File: src/rtl/secbank_pkg.sv
package secbank_pkg;

  // Word-aligned byte offsets of the single registers
  localparam logic [11:0] OFF_CALLABLE = 12'h000;
  localparam logic [11:0] OFF_RESP     = 12'h010;
  localparam logic [11:0] OFF_MPCST    = 12'h01C;
  localparam logic [11:0] OFF_PPCST    = 12'h020;
  localparam logic [11:0] OFF_PPCCLR   = 12'h024;
  localparam logic [11:0] OFF_PPCEN    = 12'h028;
  localparam logic [11:0] OFF_BRGEN    = 12'h048;

  // Group numbers (address bits [11:4]) of the per-PPC masks
  localparam logic [7:0] GRP_NS_AHBX  = 8'h06;
  localparam logic [7:0] GRP_NS_APB   = 8'h07;
  localparam logic [7:0] GRP_NS_APBX  = 8'h08;
  localparam logic [7:0] GRP_PRV_AHBX = 8'h0A;
  localparam logic [7:0] GRP_PRV_APB  = 8'h0B;
  localparam logic [7:0] GRP_PRV_APBX = 8'h0C;

  // First identification word index (address bits [11:2])
  localparam logic [9:0] ID_FIRST_WORD = 10'h3F4;

  localparam logic [31:0] PPC_EN_KEEP = 32'h00F0_00F3;
  localparam logic [31:0] BRG_EN_KEEP = 32'hFFFF_0000;

  typedef enum logic [3:0] {
    RS_ZERO, RS_CALLABLE, RS_RESP, RS_MPCST, RS_PPCST,
    RS_PPCEN, RS_BRGEN, RS_NS, RS_SP, RS_NSP, RS_ID
  } rdSel_e;

  // Strobes from control to datapath
  typedef struct packed {
    logic       wrCallable;
    logic       wrResp;
    logic       wrPpcEn;
    logic       wrBrgEn;
    logic       wrPpcClr;
    logic       wrNs;
    logic       wrSp;
    logic       wrNsp;
    logic [3:0] ppcIdx;
    rdSel_e     rdSel;
    logic [3:0] idIdx;
    logic       idSec;
    logic       rdEn;
    logic [1:0] byteOff;
    logic [1:0] sizeCode;
    logic       badAcc;
  } strobe_t;

  function automatic logic [7:0] idByte(input logic [3:0] idx, input logic secView);
    logic [7:0] b;
    case (idx)
      4'd0:    b = 8'h04;
      4'd4:    b = secView ? 8'h52 : 8'h53;
      4'd5:    b = 8'hB8;
      4'd6:    b = 8'h0B;
      4'd8:    b = 8'h0D;
      4'd9:    b = 8'hF0;
      4'd10:   b = 8'h05;
      4'd11:   b = 8'hB1;
      default: b = 8'h00;
    endcase
    return b;
  endfunction

endpackage

File: src/rtl/secbank_ctrl.sv
module secbank_ctrl
  import secbank_pkg::*;
#(
  parameter int NUM_AHB_EXP = 4,
  parameter int NUM_APB     = 2,
  parameter int NUM_APB_EXP = 4
) (
  input  logic        busValid,
  input  logic        busWrite,
  input  logic        busSecure,
  input  logic [11:0] busAddr,
  input  logic [1:0]  busSize,
  output strobe_t     stb
);

  localparam logic [3:0] BASE_APB  = 4'(NUM_AHB_EXP);
  localparam logic [3:0] BASE_APBX = 4'(NUM_AHB_EXP + NUM_APB);

  logic [7:0]  grp;
  logic [1:0]  inst;
  logic [11:0] wordOff;
  logic        kindOk, nsGrp, privGrp;
  logic [3:0]  idx;
  logic        mapped, readOnly, writeOnly;
  rdSel_e      sel;
  logic        tCall, tResp, tEn, tBrg, tClr, tNs, tSp, tNsp;
  logic        wrOk;

  assign grp     = busAddr[11:4];
  assign inst    = busAddr[3:2];
  assign wordOff = {busAddr[11:2], 2'b00};

  // Which PPC kind the group addresses, and whether the instance exists
  always_comb begin
    kindOk = 1'b0;
    idx    = '0;
    case (grp)
      GRP_NS_AHBX, GRP_PRV_AHBX: begin
        kindOk = int'(inst) < NUM_AHB_EXP;
        idx    = 4'(inst);
      end
      GRP_NS_APB, GRP_PRV_APB: begin
        kindOk = int'(inst) < NUM_APB;
        idx    = BASE_APB + 4'(inst);
      end
      GRP_NS_APBX, GRP_PRV_APBX: begin
        kindOk = int'(inst) < NUM_APB_EXP;
        idx    = BASE_APBX + 4'(inst);
      end
      default: ;
    endcase
    nsGrp   = (grp == GRP_NS_AHBX)  || (grp == GRP_NS_APB)  || (grp == GRP_NS_APBX);
    privGrp = (grp == GRP_PRV_AHBX) || (grp == GRP_PRV_APB) || (grp == GRP_PRV_APBX);
  end

  // Location decode per window
  always_comb begin
    mapped = 1'b0; readOnly = 1'b0; writeOnly = 1'b0; sel = RS_ZERO;
    tCall = 1'b0; tResp = 1'b0; tEn = 1'b0; tBrg = 1'b0; tClr = 1'b0;
    tNs = 1'b0; tSp = 1'b0; tNsp = 1'b0;
    if (busSecure) begin
      case (wordOff)
        OFF_CALLABLE: begin mapped = 1'b1; sel = RS_CALLABLE; tCall = 1'b1; end
        OFF_RESP:     begin mapped = 1'b1; sel = RS_RESP;     tResp = 1'b1; end
        OFF_MPCST:    begin mapped = 1'b1; sel = RS_MPCST;    readOnly = 1'b1; end
        OFF_PPCST:    begin mapped = 1'b1; sel = RS_PPCST;    readOnly = 1'b1; end
        OFF_PPCCLR:   begin mapped = 1'b1; writeOnly = 1'b1;  tClr = 1'b1; end
        OFF_PPCEN:    begin mapped = 1'b1; sel = RS_PPCEN;    tEn = 1'b1; end
        OFF_BRGEN:    begin mapped = 1'b1; sel = RS_BRGEN;    tBrg = 1'b1; end
        default: ;
      endcase
      if (nsGrp && kindOk) begin
        mapped = 1'b1; sel = RS_NS; tNs = 1'b1;
      end
      if (privGrp && kindOk) begin
        mapped = 1'b1; sel = RS_SP; tSp = 1'b1;
      end
    end else if (privGrp && kindOk) begin
      mapped = 1'b1; sel = RS_NSP; tNsp = 1'b1;
    end
    if (busAddr[11:2] >= ID_FIRST_WORD) begin
      mapped = 1'b1; readOnly = 1'b1; sel = RS_ID;
    end
  end

  assign wrOk = busValid && busWrite && busSize[1] && mapped && !readOnly;

  always_comb begin
    stb            = '0;
    stb.wrCallable = wrOk && tCall;
    stb.wrResp     = wrOk && tResp;
    stb.wrPpcEn    = wrOk && tEn;
    stb.wrBrgEn    = wrOk && tBrg;
    stb.wrPpcClr   = wrOk && tClr;
    stb.wrNs       = wrOk && tNs;
    stb.wrSp       = wrOk && tSp;
    stb.wrNsp      = wrOk && tNsp;
    stb.ppcIdx     = idx;
    stb.rdSel      = (mapped && !writeOnly) ? sel : RS_ZERO;
    stb.idIdx      = busAddr[5:2] - 4'd4;
    stb.idSec      = busSecure;
    stb.rdEn       = busValid && !busWrite;
    stb.byteOff    = busAddr[1:0];
    stb.sizeCode   = busSize;
    stb.badAcc     = busValid && (!mapped
                                  || (busWrite && (readOnly || !busSize[1]))
                                  || (!busWrite && writeOnly));
  end

endmodule

File: src/rtl/secbank_dp.sv
module secbank_dp
  import secbank_pkg::*;
#(
  parameter int PORTS   = 16,
  parameter int NUM_PPC = 10
) (
  input  logic                       clk,
  input  logic                       rstN,
  input  strobe_t                    stb,
  input  logic [31:0]                busWdata,
  input  logic [31:0]                mpcStatIn,
  input  logic [31:0]                ppcStatIn,
  output logic                       rdValid,
  output logic [31:0]                rdData,
  output logic                       accErr,
  output logic [1:0]                 cfgCallable,
  output logic                       respErrEn,
  output logic [31:0]                ppcIntEn,
  output logic [31:0]                ppcIntClr,
  output logic [NUM_PPC*PORTS-1:0]   ppcNonSec,
  output logic [NUM_PPC*PORTS-1:0]   ppcPriv
);

  logic [1:0]  callableQ;
  logic [31:0] respQ, ppcEnQ, brgEnQ, clrQ, rdDataQ;
  logic        rdValidQ, errQ;
  logic [NUM_PPC-1:0][PORTS-1:0] nsQ, spQ, nspQ;
  logic [PORTS-1:0] nsSel, spSel, nspSel;
  logic [31:0] rawWord, shifted, laneWord;

  // Single registers and response path
  always_ff @(posedge clk) begin
    if (!rstN) begin
      callableQ <= '0;
      respQ     <= '0;
      ppcEnQ    <= '0;
      brgEnQ    <= '0;
      clrQ      <= '0;
      rdDataQ   <= '0;
      rdValidQ  <= 1'b0;
      errQ      <= 1'b0;
    end else begin
      if (stb.wrCallable) callableQ <= busWdata[1:0];
      if (stb.wrResp)     respQ     <= busWdata;
      if (stb.wrPpcEn)    ppcEnQ    <= busWdata & PPC_EN_KEEP;
      if (stb.wrBrgEn)    brgEnQ    <= busWdata & BRG_EN_KEEP;
      clrQ     <= stb.wrPpcClr ? busWdata : '0;
      rdDataQ  <= stb.rdEn ? laneWord : '0;
      rdValidQ <= stb.rdEn;
      errQ     <= stb.badAcc;
    end
  end

  // Per-PPC mask storage and output selection
  for (genvar g = 0; g < NUM_PPC; g++) begin : gPpc
    always_ff @(posedge clk) begin
      if (!rstN) begin
        nsQ[g]  <= '0;
        spQ[g]  <= '0;
        nspQ[g] <= '0;
      end else if (stb.ppcIdx == 4'(g)) begin
        if (stb.wrNs)  nsQ[g]  <= busWdata[PORTS-1:0];
        if (stb.wrSp)  spQ[g]  <= busWdata[PORTS-1:0];
        if (stb.wrNsp) nspQ[g] <= busWdata[PORTS-1:0];
      end
    end
    assign ppcPriv[g*PORTS +: PORTS] = (nsQ[g] & nspQ[g]) | (~nsQ[g] & spQ[g]);
  end

  always_comb begin
    nsSel  = '0;
    spSel  = '0;
    nspSel = '0;
    for (int i = 0; i < NUM_PPC; i++) begin
      if (stb.ppcIdx == 4'(i)) begin
        nsSel  = nsQ[i];
        spSel  = spQ[i];
        nspSel = nspQ[i];
      end
    end
  end

  // Word fetch, lane shift and size mask
  always_comb begin
    case (stb.rdSel)
      RS_CALLABLE: rawWord = {30'b0, callableQ};
      RS_RESP:     rawWord = respQ;
      RS_MPCST:    rawWord = mpcStatIn;
      RS_PPCST:    rawWord = ppcStatIn;
      RS_PPCEN:    rawWord = ppcEnQ;
      RS_BRGEN:    rawWord = brgEnQ;
      RS_NS:       rawWord = 32'(nsSel);
      RS_SP:       rawWord = 32'(spSel);
      RS_NSP:      rawWord = 32'(nspSel);
      RS_ID:       rawWord = {24'b0, idByte(stb.idIdx, stb.idSec)};
      default:     rawWord = '0;
    endcase
    shifted = rawWord >> {stb.byteOff, 3'b000};
    case (stb.sizeCode)
      2'd0:    laneWord = shifted & 32'h0000_00FF;
      2'd1:    laneWord = shifted & 32'h0000_FFFF;
      default: laneWord = shifted;
    endcase
  end

  assign rdValid     = rdValidQ;
  assign rdData      = rdDataQ;
  assign accErr      = errQ;
  assign cfgCallable = callableQ;
  assign respErrEn   = respQ[0];
  assign ppcIntEn    = ppcEnQ;
  assign ppcIntClr   = clrQ;
  assign ppcNonSec   = nsQ;

endmodule

File: src/rtl/secbank_top.sv
module secbank_top
  import secbank_pkg::*;
#(
  parameter  int PORTS       = 16,
  parameter  int NUM_AHB_EXP = 4,
  parameter  int NUM_APB     = 2,
  parameter  int NUM_APB_EXP = 4,
  localparam int NUM_PPC     = NUM_AHB_EXP + NUM_APB + NUM_APB_EXP
) (
  input  logic                     clk,
  input  logic                     rstN,
  input  logic                     busValid,
  input  logic                     busWrite,
  input  logic                     busSecure,
  input  logic [11:0]              busAddr,
  input  logic [1:0]               busSize,
  input  logic [31:0]              busWdata,
  input  logic [31:0]              mpcStatIn,
  input  logic [31:0]              ppcStatIn,
  output logic                     rdValid,
  output logic [31:0]              rdData,
  output logic                     accErr,
  output logic [1:0]               cfgCallable,
  output logic                     respErrEn,
  output logic [31:0]              ppcIntEn,
  output logic [31:0]              ppcIntClr,
  output logic [NUM_PPC*PORTS-1:0] ppcNonSec,
  output logic [NUM_PPC*PORTS-1:0] ppcPriv
);

  strobe_t stb;

  secbank_ctrl #(
    .NUM_AHB_EXP(NUM_AHB_EXP),
    .NUM_APB    (NUM_APB),
    .NUM_APB_EXP(NUM_APB_EXP)
  ) u_ctrl (
    .busValid (busValid),
    .busWrite (busWrite),
    .busSecure(busSecure),
    .busAddr  (busAddr),
    .busSize  (busSize),
    .stb      (stb)
  );

  secbank_dp #(
    .PORTS  (PORTS),
    .NUM_PPC(NUM_PPC)
  ) u_dp (
    .clk        (clk),
    .rstN       (rstN),
    .stb        (stb),
    .busWdata   (busWdata),
    .mpcStatIn  (mpcStatIn),
    .ppcStatIn  (ppcStatIn),
    .rdValid    (rdValid),
    .rdData     (rdData),
    .accErr     (accErr),
    .cfgCallable(cfgCallable),
    .respErrEn  (respErrEn),
    .ppcIntEn   (ppcIntEn),
    .ppcIntClr  (ppcIntClr),
    .ppcNonSec  (ppcNonSec),
    .ppcPriv    (ppcPriv)
  );

endmodule

File: config.mk
export PLATFORM = sky130hd
export DESIGN_NAME = secbank_top
export DESIGN_NICKNAME = d
export VERILOG_FILES = /design/src/rtl/secbank_pkg.sv /design/src/rtl/secbank_ctrl.sv /design/src/rtl/secbank_dp.sv /design/src/rtl/secbank_top.sv
export SDC_FILE = /design/constraint.sdc
export NUM_CORES = 2
export LEC_CHECK = 0
export BUFFER_PORTS_ARGS = -buffer_cell sky130_fd_sc_hd__buf_2
export CAP_MARGIN = 20
export CORE_ASPECT_RATIO = 1.2
export CORE_MARGIN = 2
export CORE_UTILIZATION = 56
export CTS_CLUSTER_DIAMETER = 120
export DETAILED_ROUTE_END_ITERATION = 10
export PLACE_DENSITY = 0.91
export SLEW_MARGIN = 5
export SYNTH_ARGS = -nofsm -noshare
export SYNTH_HDL_FRONTEND = slang
export SYNTH_SLANG_ARGS = --single-unit
File: constraint.sdc
create_clock -name clk -period 4.9 [get_ports clk]
set_input_delay 0.98 -clock clk [delete_from_list [all_inputs] [get_ports clk]]
set_output_delay 0.98 -clock clk [all_outputs]
set_load 0.1 [all_outputs]
==> flow_summary.ini <==
[sta]
setup_tns_ps = 0
hold_viol = 0
finalSetupViolCount = 0
fmax_ghz = 0.2120
relSlewSlack_pct = 15.78
skew_ps = 22.87
fin_crit_ps = 4717
fin_hold_ws_ps = 465.5
drv_slew = 0
fin_ws_ps = 183.2
rsz0062_at_grt = no
tightestPinTransition_ps = 1250
finalCritPeriodShare_pct = 96.26

[critical_path]
required_ps = 5430
end_kind = flip-flop
crit_path_start_kind = primary input
regToRegSetupSlack_ps = 1490
critPathBufInv = 1
crit_chain = buf_2, nor4b_1, a32oi_1, nor3_1, nor2_2, and3_1, nor4_1, o211ai_1, a32o_1
cp_top_family = simple AND/OR/NAND/NOR gates
arrival_ps = 5250
path_class = primary input to flip-flop
cp_slowest_cell = nor3_1
crit_path_max_fanout = 28
cp_slowest_stage_delay_ps = 920

[cts]
cts_tree = yes
cts_buffers = 58
ctsResizeCount = 0
cts-htree-levels = 2
cts-root-buf = clkbuf_16
cts_sinks = 606
post-cts-setup-buffers = 0
holdBufCountCts = 0
clkTransAtPathRegs_ps = 70
worstSkewPairLatency_ps = 660
clk_path_buf_depth = 3

[power_and_ir_drop]
peakVddDrop_uv = 307.7
p_leak_nw = 13.80
report.power.total_mw = 10.40
powerDensity_mw_per_mm2 = 291.8

[global_route]
grt_pass1_wl_um = 230000
antenna_found_initial = 23
grt_max_degree = 105
grt-ovfl-total = 0
grt_use_total_pct = 57.76
grt_pass1_vias = 31760

[yosys]
synth_simple_gate_area_share_pct = 22.15
synth_area_mm2 = 0.02975
muxShareOfSynthArea_pct = 7.755
synth_top_family_by_area = compound AO/OA/AOI/OAI gates
synth_compound_area_share_pct = 24.12
synth-adder-area-share_pct = 0
ys_types = 95
ys_seq_area_share_pct = 40.78
synth.avg_cell_area_um2 = 8.157
synthArstFlopShare_pct = 0
synth-edff-count = 0
synth_ff_type = dfxtp_1
ys_ff_latch = 606
synth_xor_area_share_pct = 0.1220
netlist_instances = 3647
ys_warn_count = 0

[floorplanning]
dieArea_mm2 = 0.05499
core-area_mm2 = 0.05249
fp.dieW_um = 214.4
ios = 536
initial_core_util_pct = 56.68
die_y_um = 256.5
rows = 92

[placed_design]
numPortBuffers = 513
place.gp.congestion = 1.142
dpl.hpwl_um = 120100
dp_worst_setup_slack_ps = 12.93

[routing]
routed_wl_um = 165400
vias = 34720
wl_per_cell_um = 33.73
drc = 0
avgViaCountPerCell = 7.081
drt_iter0_markers = 6725
drt_pre_antenna_iters = 10
detail-route-antenna-nets = 0

[run]
maxCapViolations = 0

[status]
status = complete, no violations

[layout]
drive_above_1_share_pct = 25.32
syn2layout_area_growth_pct = 19.77
layout.nets = 4254
fin_util_pct = 67.88
nFillCells = 4319

[min_path]
hold_path.class = flip-flop to flip-flop
final cells by class:
cell class                      instances  area (um2)  share of cell area [%]
Multi-Input combinational cell       2724       16220                   45.52
Timing Repair Buffer                  733        4354                   12.22
Clock buffer                           77        1644                   4.614
Sequential cell                       606       12130                   34.05
Tap cell                              705       882.1                   2.476
Clock inverter                         27       304.0                  0.8533
Antenna cell                           15       37.54                  0.1053
Inverter                               16       60.06                  0.1686
sequential cells by signal (all words and copies together) (netlist names):
signal / flops
u_dp.spQ: 160
u_dp.ppcNonSec: 160
u_dp.ppcIntClr: 32
u_dp.rdData: 32
u_dp.rdValid: 1
u_dp.nspQ: 160
u_dp.accErr: 1
u_dp.ppcIntEn: 10
u_dp.respQ: 32
u_dp.brgEnQ: 16
u_dp.cfgCallable: 2
cells in the mapped netlist (9+ instances only):
library cell | count | area [um2]
o211ai_1 | 19 | 142.6
nor2b_1 | 24 | 150.1
inv_1 | 15 | 56.30
and3_1 | 18 | 112.6
nand3_1 | 216 | 1081
a22o_1 | 14 | 122.6
o22ai_1 | 36 | 225.2
a21boi_0 | 318 | 2387
buf_4 | 34 | 255.2
nor4_4 | 9 | 191.4
a211oi_1 | 16 | 120.1
buf_2 | 64 | 320.3
nand2_1 | 922 | 3461
o21ai_0 | 232 | 1161
mux2_2 | 172 | 1937
buf_1 | 21 | 78.83
dfxtp_1 | 606 | 12130
a31oi_1 | 16 | 100.1
clkbuf_1 | 199 | 747.0
a22oi_1 | 34 | 255.2
nor4_1 | 19 | 118.9
a21boi_1 | 49 | 367.9
a32o_1 | 13 | 130.1
a21oi_1 | 104 | 520.5
nand4_1 | 23 | 143.9
a221oi_1 | 41 | 359.1
mux2i_1 | 37 | 370.4
nor2_1 | 90 | 337.8
and2_1 | 41 | 256.5
a222oi_1 | 20 | 200.2
nor3_1 | 31 | 155.2
nand2b_1 | 9 | 56.30
path summary, 6_finish.rpt:
| check | from | to | cells after the start |
|---|---|---|---|
| worst max-delay path | busAddr[5] | u_dp.rdData[0]$_SDFF_PN0_ | 9 |
| worst min-delay path | u_dp.respQ[13]$_SDFFE_PN0P_ | u_dp.respQ[13]$_SDFFE_PN0P_ | 2 |
| worst max register to register | u_dp.spQ[28]$_SDFFE_PN0P_ | u_dp.rdData[4]$_SDFF_PN0_ | 9 |
| worst min register to register | u_dp.respQ[13]$_SDFFE_PN0P_ | u_dp.respQ[13]$_SDFFE_PN0P_ | 2 |
worst min-delay path, stage by stage, from the launching register on:
cell and delay [ps]:
dfxtp_1 310, nand2_1 50, a21boi_0 60
layout by cell type (no fill, tap or decap), drive strengths merged, types with 9 or more instances in the layout:
cell and n:
nand2 925, buf 732, dfxtp 606, a21boi 367, o21ai 236, nand3 216
mux2 172, a21oi 105, nor2 95, clkbuf 78, and2 42, a221oi 41
nor3 41, mux2i 37, o22ai 37, a22oi 34, nor4 28, nor2b 24
nand4 23, conb 22, a222oi 20, o211ai 19, and3 18, clkinv 18
a31oi 16, a211oi 16, inv 16, diode 15, a22o 14, a32o 13
a2111oi 12, nand2b 9
per-stage QoR:
stage / instance area, um2 / std cells
final: 35630 / 4903
after CTS: 35590 / 4887
after floorplan: 29830 / 3668
after global placement: 33640 / 4783
after detailed placement: 33640 / 4783
after global routing: 35600 / 4891
per-layer routing:
layer	part of all wire, %	global-route usage, %	routed length (um)
met1	32	64.65	52480
met2	40	83.21	66630
met3	15	22.81	25380
met4	13	55.19	20710
met5	0.12	0.08772	193
power breakdown:
part | internal, mW | switching (mW)
logic | 0.159 | 0.542
registers | 4.92 | 0.000454
clock network | 2.66 | 2.11
cells by family after synthesis:
kind of cell / count (synthesis)
muxes: 209
AOI/OAI and AO/OA: 1030
DFF: 606
xor gates and xnor gates: 2
other: 1
buffers and inverters: 338
and+or+nand+nor: 1461
No activity file was read; power rests on OpenSTA's default activity.
